## config.mk

```make
export PLATFORM = sky130hd
export DESIGN_NAME = pwmpin_pair_out
export DESIGN_NICKNAME = d
export VERILOG_FILES = /design/src/rtl/pwmpin_pkg.sv /design/src/rtl/pwmpin_steer.sv /design/src/rtl/pwmpin_ovr_hold.sv /design/src/rtl/pwmpin_force.sv /design/src/rtl/pwmpin_pair_out.sv
export SDC_FILE = /design/constraint.sdc
export NUM_CORES = 1
export LEC_CHECK = 0
export ABC_AREA = 1
export CORE_MARGIN = 2
export CORE_UTILIZATION = 25
export DETAILED_ROUTE_END_ITERATION = 12
export PLACE_DENSITY = 0.64
export SYNTH_ARGS = -nofsm -noshare
export SYNTH_HDL_FRONTEND = slang
export SYNTH_SLANG_ARGS = --single-unit
```

## constraint.sdc

```tcl
create_clock -name clk -period 1.1 [get_ports clk]
set_input_delay 0.22 -clock clk [delete_from_list [all_inputs] [get_ports clk]]
set_output_delay 0.22 -clock clk [all_outputs]
set_load 0.01 [all_outputs]
```

## src/rtl/pwmpin_pkg.sv

```systemverilog
// Package: shared types and constants for the PWM pair output stage.
// Assumes pin vectors are indexed with the high pin at PIN_HI and the low pin at PIN_LO.
package pwmpin_pkg;
    localparam int PIN_N  = 2;
    localparam int PIN_HI = 1;
    localparam int PIN_LO = 0;

    typedef enum logic [1:0] {
        PM_COMPL    = 2'b00,
        PM_REDUN    = 2'b01,
        PM_PUSHPULL = 2'b10,
        PM_INDEP    = 2'b11
    } pair_mode_e;
endpackage

```

## src/rtl/pwmpin_steer.sv

```systemverilog
// Steering: maps the generator high/low signals onto the two pin states by pair mode.
// Holds the push-pull phase register, which toggles on each cycle-boundary strobe.
// Assumes cyc_start is a single-clock strobe.
module pwmpin_steer
    import pwmpin_pkg::*;
(
    input  logic             clk,
    input  logic             rst_n,
    input  logic [1:0]       mode,
    input  logic             cyc_start,
    input  logic             gen_hi,
    input  logic             gen_lo,
    output logic [PIN_N-1:0] mapped
);
    logic phase_q; // 0: push-pull drives high pin, 1: low pin

    // Push-pull phase: alternate pins on every PWM cycle boundary.
    always_ff @(posedge clk) begin
        if (!rst_n)         phase_q <= 1'b0;
        else if (cyc_start) phase_q <= ~phase_q;
    end

    // Mode mapping of the generator signals onto the pin states.
    always_comb begin
        mapped = '0;
        unique case (pair_mode_e'(mode))
            PM_COMPL: begin
                mapped[PIN_HI] = gen_hi;
                mapped[PIN_LO] = ~gen_hi;
            end
            PM_REDUN: begin
                mapped[PIN_HI] = gen_hi;
                mapped[PIN_LO] = gen_hi;
            end
            PM_PUSHPULL: begin
                mapped[PIN_HI] = phase_q ? 1'b0 : gen_hi;
                mapped[PIN_LO] = phase_q ? gen_hi : 1'b0;
            end
            default: begin
                mapped[PIN_HI] = gen_hi;
                mapped[PIN_LO] = gen_lo;
            end
        endcase
    end

    // the phase flips at every boundary strobe
    assert_pp_phase_toggle_R4: assert property (@(posedge clk) disable iff (!rst_n)
        cyc_start |=> (phase_q != $past(phase_q)));
    // without a strobe the phase holds
    assert_pp_phase_hold_R4: assert property (@(posedge clk) disable iff (!rst_n)
        !cyc_start |=> $stable(phase_q));
endmodule

```

## src/rtl/pwmpin_ovr_hold.sv

```systemverilog
// Override holding register: captures override enable and data either every clock
// or only at the PWM cycle boundary when synchronised updates are selected.
// Assumes ovr_sync is static while an update is pending.
module pwmpin_ovr_hold
    import pwmpin_pkg::*;
(
    input  logic             clk,
    input  logic             rst_n,
    input  logic             sync,
    input  logic             cyc_start,
    input  logic [PIN_N-1:0] en_in,
    input  logic [PIN_N-1:0] dat_in,
    output logic [PIN_N-1:0] en_q,
    output logic [PIN_N-1:0] dat_q
);
    logic take;
    assign take = !sync || cyc_start;

    // Capture the override setting on an allowed edge.
    always_ff @(posedge clk) begin
        if (!rst_n) begin
            en_q  <= '0;
            dat_q <= '0;
        end else if (take) begin
            en_q  <= en_in;
            dat_q <= dat_in;
        end
    end

    // a synchronised setting does not move between boundaries
    assert_ovr_sync_hold_R7: assert property (@(posedge clk) disable iff (!rst_n)
        (sync && !cyc_start) |=> ($stable(en_q) && $stable(dat_q)));
    // an unsynchronised setting is held one clock after it is presented
    assert_ovr_direct_R6: assert property (@(posedge clk) disable iff (!rst_n)
        !sync |=> (en_q == $past(en_in) && dat_q == $past(dat_in)));
endmodule

```

## src/rtl/pwmpin_force.sv

```systemverilog
// Per-pin state selection: fault, then current limit, then override, then generator.
// IS_HI picks which pin this instance serves; that matters only in independent fault mode,
// where the high pin follows the current limit and the low pin follows the fault.
module pwmpin_force #(
    parameter bit IS_HI = 1'b1
) (
    input  logic fault_act,
    input  logic clim_act,
    input  logic indep,
    input  logic flt_bit,
    input  logic cl_bit,
    input  logic ovr_en,
    input  logic ovr_bit,
    input  logic gen_bit,
    output logic state
);
    logic forced;
    logic forced_val;

    // Forced-state decision for this pin.
    always_comb begin
        forced     = 1'b0;
        forced_val = 1'b0;
        if (indep) begin
            if (IS_HI && clim_act) begin
                forced     = 1'b1;
                forced_val = flt_bit;
            end else if (!IS_HI && fault_act) begin
                forced     = 1'b1;
                forced_val = flt_bit;
            end
        end else if (fault_act) begin
            forced     = 1'b1;
            forced_val = flt_bit;
        end else if (clim_act) begin
            forced     = 1'b1;
            forced_val = cl_bit;
        end
    end

    // Final active state: forced value, else override, else generator.
    always_comb begin
        if (forced)      state = forced_val;
        else if (ovr_en) state = ovr_bit;
        else             state = gen_bit;
    end
endmodule

```

## src/rtl/pwmpin_pair_out.sv

```systemverilog
// PWM pair output stage top: steering, override hold, per-pin forcing, swap,
// polarity, GPIO handover and the registered pins.
// Assumes control inputs are quasi-static and already synchronous to clk.
module pwmpin_pair_out
    import pwmpin_pkg::*;
(
    input  logic       clk,
    input  logic       rst_n,
    input  logic       gen_hi,
    input  logic       gen_lo,
    input  logic       cyc_start,
    input  logic       fault_act,
    input  logic       clim_act,
    input  logic [1:0] pair_mode,
    input  logic [1:0] ovr_en,
    input  logic [1:0] ovr_data,
    input  logic       ovr_sync,
    input  logic [1:0] flt_data,
    input  logic [1:0] cl_data,
    input  logic       flt_indep,
    input  logic [1:0] pol,
    input  logic       swap,
    input  logic [1:0] own,
    input  logic [1:0] gpio_val,
    output logic       pin_hi,
    output logic       pin_lo
);
    logic [PIN_N-1:0] mapped;
    logic [PIN_N-1:0] ovr_en_q;
    logic [PIN_N-1:0] ovr_dat_q;
    logic [PIN_N-1:0] sel;
    logic [PIN_N-1:0] swapped;
    logic [PIN_N-1:0] level;
    logic [PIN_N-1:0] pin_d;
    logic [PIN_N-1:0] pin_q;

    pwmpin_steer u_steer (
        .clk       (clk),
        .rst_n     (rst_n),
        .mode      (pair_mode),
        .cyc_start (cyc_start),
        .gen_hi    (gen_hi),
        .gen_lo    (gen_lo),
        .mapped    (mapped)
    );

    pwmpin_ovr_hold u_ovr (
        .clk       (clk),
        .rst_n     (rst_n),
        .sync      (ovr_sync),
        .cyc_start (cyc_start),
        .en_in     (ovr_en),
        .dat_in    (ovr_data),
        .en_q      (ovr_en_q),
        .dat_q     (ovr_dat_q)
    );

    for (genvar gi = 0; gi < PIN_N; gi++) begin : g_pin
        pwmpin_force #(.IS_HI(gi == PIN_HI)) u_force (
            .fault_act (fault_act),
            .clim_act  (clim_act),
            .indep     (flt_indep),
            .flt_bit   (flt_data[gi]),
            .cl_bit    (cl_data[gi]),
            .ovr_en    (ovr_en_q[gi]),
            .ovr_bit   (ovr_dat_q[gi]),
            .gen_bit   (mapped[gi]),
            .state     (sel[gi])
        );

        // Swap, then polarity, then GPIO handover for this pin.
        always_comb begin
            swapped[gi] = swap ? sel[PIN_N-1-gi] : sel[gi];
            level[gi]   = swapped[gi] ^ pol[gi];
            pin_d[gi]   = own[gi] ? level[gi] : gpio_val[gi];
        end
    end

    // Pin register: pins are low in reset.
    always_ff @(posedge clk) begin
        if (!rst_n) pin_q <= '0;
        else        pin_q <= pin_d;
    end

    assign pin_hi = pin_q[PIN_HI];
    assign pin_lo = pin_q[PIN_LO];

    // a pin handed to GPIO shows the GPIO value raw
    assert_gpio_hi_R13: assert property (@(posedge clk) disable iff (!rst_n)
        !own[1] |=> (pin_hi == $past(gpio_val[1])));
    assert_gpio_lo_R13: assert property (@(posedge clk) disable iff (!rst_n)
        !own[0] |=> (pin_lo == $past(gpio_val[0])));
    // normal-mode fault forces both pins
    assert_fault_force_R8: assert property (@(posedge clk) disable iff (!rst_n)
        (!flt_indep && fault_act && !swap && own == 2'b11)
        |=> ({pin_hi, pin_lo} == $past(flt_data ^ pol)));
    // independent mode, current limit drives the high pin from fault data
    assert_indep_clim_R10: assert property (@(posedge clk) disable iff (!rst_n)
        (flt_indep && clim_act && !swap && own[1])
        |=> (pin_hi == $past(flt_data[1] ^ pol[1])));
    // pins are low after a reset clock
    assert_reset_low_R1: assert property (@(posedge clk)
        !rst_n |=> (!pin_hi && !pin_lo));
endmodule

```

# Word-level counts from Yosys, hierarchy flattened
# Cells that the tools add are included.
[word_totals]
word_cells = 37
out_inout_bits = 2
input_bits = 26
regBits = 7
[classes]
bitwise_logic = 4
n_reduce_logical = 3
muxes = 24
n_eq_ne = 2
[op_table]
columns = ["cell", "count"]
rows = [
  ["1-bit 2-to-1 mux", 23],
  ["2-bit one-hot mux with 3 select lines", 1],
  ["2-bit by 1-bit equality test with 1-bit output, second input constant", 1],
  ["2-bit equality test, second input constant", 1],
  ["2-bit zero test", 1],
  ["1-bit inverter", 2],
  ["1-bit XOR", 2],
  ["1-bit zero test", 1],
  ["1-bit logical OR", 1],
]

# Longest topological paths before layout
[logic_depth]
ltp_word = 7
ltp_mapped = 10
ltp_nobuf = 10

# Modules after synthesis
# From an unflattened synthesis, not the netlist that was laid out.
[hier_totals]
hier_cells = 105
area_unflattened_um2 = 533.0
[modules_own_cells]
columns = ["module", "cells_each", "area_each_um2", "instances", "seq_area_each_um2"]
rows = [
  ["pwmpin_ovr_hold", 27, 173.9, 1, 80.1],
  ["pwmpin_pair_out", 30, 152.6, 1, 40.0],
  ["pwmpin_steer", 17, 83.8, 1, 20.0],
  ["pwmpin_force at g_pin[1].u_force", 16, 65.1, 1, 0.0],
  ["pwmpin_force at g_pin[0].u_force", 15, 57.6, 1, 0.0],
]

# Least setup slack after synthesis
# No wires, ideal clock.
[synth_timing]
path_type = "reg2reg"
from = "reg u_steer.phase_q"
to = "reg pin_q[0]"
t_arrival_ns = 0.884
required_time_ns = 0.983
slack_ns = 0.099
path_stages_with_launch = 8
path_buffers = 0
setup_time_ns = 0.117
cell_sequence = "dfxtp_1 nand2_1 o21ai_1 nand3b_2 nand3_1 a21oi_1 nor2_1 nor2_1"
[synth_between]
elab_chain_len = 7
[synth_lines]
columns = ["element", "line_no", "text"]
rows = [
  ["from (decl)", "pwmpin_steer.sv:15", "logic phase_q;"],
  ["from (signal assigned)", "pwmpin_steer.sv:20", "else if (cyc_start) phase_q <= ~phase_q;"],
  ["1-bit 2-to-1 mux, on equally long branches", "pwmpin_steer.sv:37, pwmpin_steer.sv:36", ""],
  ["2-bit one-hot mux with 3 select lines (*)", "pwmpin_steer.sv:26", "unique case (pair_mode_e'(mode))"],
  ["1-bit 2-to-1 mux", "pwmpin_force.sv:44", "else if (ovr_en) state = ovr_bit;"],
  ["1-bit 2-to-1 mux", "pwmpin_force.sv:43", "if (forced) state = forced_val;"],
  ["1-bit 2-to-1 mux (*)", "pwmpin_pair_out.sv:73", "swapped[gi] = swap ? sel[PIN_N-1-gi] : sel[gi];"],
  ["1-bit XOR (*)", "pwmpin_pair_out.sv:74", "level[gi] = swapped[gi] ^ pol[gi];"],
  ["1-bit 2-to-1 mux (*)", "pwmpin_pair_out.sv:75", "pin_d[gi] = own[gi] ? level[gi] : gpio_val[gi];"],
  ["to (signal assigned)", "pwmpin_pair_out.sv:82", "else pin_q <= pin_d;"],
  ["to (decl)", "pwmpin_pair_out.sv:35", "logic [PIN_N-1:0] pin_q;"],
]
# Mark *: on every way between the ends. The rest lies on a longest branch, timed or not.
# A chain may end at the register's enable or synchronous reset.

# Worst setup path after layout
[layout_timing]
from = "reg u_ovr.en_q[1]"
to = "reg pin_q[1]"
[layout_between]
elab_chain_len = 5
[layout_lines]
columns = ["element", "line_no", "text"]
rows = [
  ["from (decl)", "pwmpin_ovr_hold.sv:13", "output logic [PIN_N-1:0] en_q,"],
  ["from (signal assigned)", "pwmpin_ovr_hold.sv:25", "en_q <= en_in;"],
  ["1-bit 2-to-1 mux", "pwmpin_force.sv:44", ""],
  ["1-bit 2-to-1 mux", "pwmpin_force.sv:43", ""],
  ["1-bit 2-to-1 mux", "pwmpin_pair_out.sv:73", ""],
  ["1-bit XOR", "pwmpin_pair_out.sv:74", ""],
  ["1-bit 2-to-1 mux", "pwmpin_pair_out.sv:75", ""],
]
# Every way passes these cells.

==> summary.txt <==
Run status
  • Status: finished clean

Synth
  • Post-Synthesis Cells: 71
  • Sequential fraction of the synthesis area: 33.2%
  • Synth area leaders: dfxtp_1 (33%), nor2_1 (18%), nand3_1 (12%)
  • Post-synthesis cell type count: 12
  • Main flop type after synthesis: dfxtp_1
  • Synthesized area per cell: 5.94 sq um
  • Most common cell in the netlist: nor2_1
  • Commonest cells post-synth: nor2_1 (20), nand2_1 (11), nand3_1 (10)
  • Leading area contributor after synthesis: dfxtp_1
  • Yosys warns: 0
  • FFs w/ async S/R, synth: 0%
  • Register bit total from synthesis: 7
  • Synthesized cell area: 422 sq um
  • Post-synthesis net count: 97
  • EDFF count, synth: 0
  • Synth top area share: 33.2%

Detailed routing
  • DR vias: 566
  • Post-Route WL: 1230 microns
  • DR pass1 iterations: 4
  • DRC Markers: 0
  • DRT antenna net count: 0
  • Violation count after the first detailed-route iteration: 12
  • Vias per inst: 4.68
  • DR WL/cell: 10.2 microns

Critical path
  • WP data required: 1.24 ns
  • CP arrival: 1.20 ns
  • CP Max Fanout: 3
  • Reg2Reg Depth: 8
  • Crit-path cells: nor2_1, o21ai_2, nand3b_2, nand3_2, nand3_1, nand2_1, nor2_1, nor2_1
  • Crit path depth: 8
  • Critical path's most frequent cell: nor2_1
  • CP peak stage delay: 0.32 ns
  • Crit path buf inv count: 0
  • Startpoint Class: flop
  • Critical-path cell with the highest stage delay: dfxtp_1
  • CP Class: flop to flop
  • Nature of the critical path endpoint: flop
  • CP top delay family: simple AND/OR/NAND/NOR gates

Clocking
  • Num CTS Buffers: 3
  • H-Tree Depth: 1
  • CTS root buf: clkbuf_4
  • CTS tree: built
  • CTS max path bufs: 2
  • Clock Latency Late Sink: 0.25 ns
  • Clk sink count: 7
  • Worst-path clk slew: 0.05 ns
  • Hold-fix buffers at CTS: 0
  • Setup repair bufs after CTS: 0

STA
  • Worst Hold Slack: 0.495 ns
  • Final Hold Vio Count: 0
  • F_max: 949 MHz
  • Slew HR: 84.5%
  • Endpoints failing setup: 0
  • Final Max Slew Viols: 0
  • Worst-margin pin slew: 0.232 ns
  • RSZ-0062 raised after global routing: yes
  • Period utilisation layout: 95.8%
  • Final Skew: 0.00206 ns
  • Final setup margin: 0.0462 ns
  • Min Tclk post-route: 1.05 ns
  • Setup_tns: 0 ns

Place
  • Placer Congestion: 0.771
  • Post-DP HPWL: 909 microns
  • Placement Cell Area: 734 sq um
  • Port Buffers: 27
  • Place WS: -0.443 ns

Final layout
  • Post-Layout Inst Area: 818 sq um
  • Share of cells above drive strength 1: 31.4%
  • FILL cells: 154
  • Final Net Count: 132
  • Synthesis-to-layout area growth: 94.1%
  • Antenna fix cells: 0

Power
  • Static Leak: 0.391 nW
  • Pwr dens: 921 nW/um^2
  • Maximum vdd ir drop: 0.000484 V

Floorplan
  • Initial Util: 27.4%
  • Horiz. Die Dim: 45.1 microns
  • DIE AREA: 2030 sq um
  • Core box area: 1540 sq um
  • Boundary pin count: 28
  • # rows: 14
  • Chip Height: 45.1 microns

Global routing
  • First-pass GRT wire length: 1880 microns
  • Vias in the first global route: 497
  • Global route total overflow: 0
  • Largest net degree at the start of global routing: 8
  • Initial antenna violation count: 0
  • GRT Total Usage: 12.9%

Min path
  • Cells on Worst Hold Path: 2
  • Worst min path class: flop to flop

Flow run
  • Max Cap Violations: 0
==> cell usage in the layout, fill, tap and decap left out, types with 3 or more instances in the layout <==
| master | Yosys | layout |
|---|---|---|
| nor2_1 | 20 | 17 |
| clkdlybuf4s50_1 | 0 | 16 |
| nand2_1 | 11 | 9 |
| nand3_2 | 0 | 8 |
| o21ai_0 | 6 | 6 |
| dlygate4sd2_1 | 0 | 6 |
| inv_1 | 7 | 5 |
| dfxtp_1 | 7 | 5 |
| o21ai_2 | 1 | 4 |
| inv_2 | 1 | 3 |
| clkbuf_4 | 0 | 3 |
| clkbuf_2 | 0 | 3 |
| buf_4 | 0 | 3 |
==> cells by family (layout without fill, tap and decap cells) <==
logic type	count (synthesis)	count (layout)	share of synthesized area, %
and+or+nand+nor	43	43	43.3
AOI/OAI and AO/OA	13	13	16.3
buffers and inverters	8	42	7.12
DFF	7	7	33.2
==> power by group <==
part | internal (W) | switching [W]
combinational | 0.000130 | 0.000106
sequential | 0.000274 | 0.0000121
clock | 0.000138 | 0.0000924
==> sequential cells by signal, summed over array words and instances (netlist names) <==
name / flops
pin_q: 2
u_ovr.en_q: 2
u_ovr.dat_q: 2
u_steer.phase_q: 1
==> per-stage QoR <==
step / instances / utilization [%] / total power (W)
2_1_floorplan: 71 / - / 0.000372
3_3_place_gp: 117 / 47.6 / 0.000505
3_5_place_dp: 117 / 47.6 / 0.000507
4_1_cts: 121 / 50.1 / 0.000735
5_1_grt: 121 / 53.1 / 0.000793
6_report: 121 / 53.1 / 0.000753
==> timing repair <==
item / CTS / global route
endpoints found under the setup margin: 4 / 3
gates resized for setup: 17 / 24
pin swaps: 9 / 10
hold endpoints to repair: 0 / 0
gates cloned: 0 / 0
==> worst reg2reg max path, stage by stage (launching register included) <==
cell and delay [ns]:
dfxtp_1 0.32, nor2_1 0.11, o21ai_2 0.07, nand3b_2 0.10, nand3_2 0.09, nand3_1 0.09
nand2_1 0.05, nor2_1 0.08, nor2_1 0.04
==> area by class of cell <==
class	count	area [sq um]	area share, %
multi-input cells	56	324	39.6
repair buffers	30	273	33.3
flip-flops and latches	7	145	17.7
inverters	8	30.0	3.67
clock buffers	4	26.3	3.21
well taps	16	20.0	2.45
==> layer usage <==
| metal | up-vias | routed length [microns] | global-route usage [%] |
|---|---|---|---|
| li1 | 299 | - | - |
| met1 | 245 | 496 | 15.0 |
| met2 | 18 | 619 | 21.4 |
| met3 | 4 | 86 | 1.20 |
| met4 | 0 | 29 | 10.6 |
| met5 | - | 0 | 0 |
==> final timing paths <==
| path | startpoint | endpoint | slack [ns] |
|---|---|---|---|
| worst min-delay path | u_ovr.dat_q[1]$_SDFFE_PN0P_ | u_ovr.dat_q[1]$_SDFFE_PN0P_ | 0.49 |
| worst max-delay path | u_ovr.en_q[1]$_SDFFE_PN0P_ | pin_q[1]$_SDFF_PN0_ | 0.05 |
| worst min register to register | u_ovr.dat_q[1]$_SDFFE_PN0P_ | u_ovr.dat_q[1]$_SDFFE_PN0P_ | 0.49 |
| worst max register to register | u_ovr.en_q[1]$_SDFFE_PN0P_ | pin_q[1]$_SDFF_PN0_ | 0.05 |
Note: power is estimated with default switching activity, not from simulation.
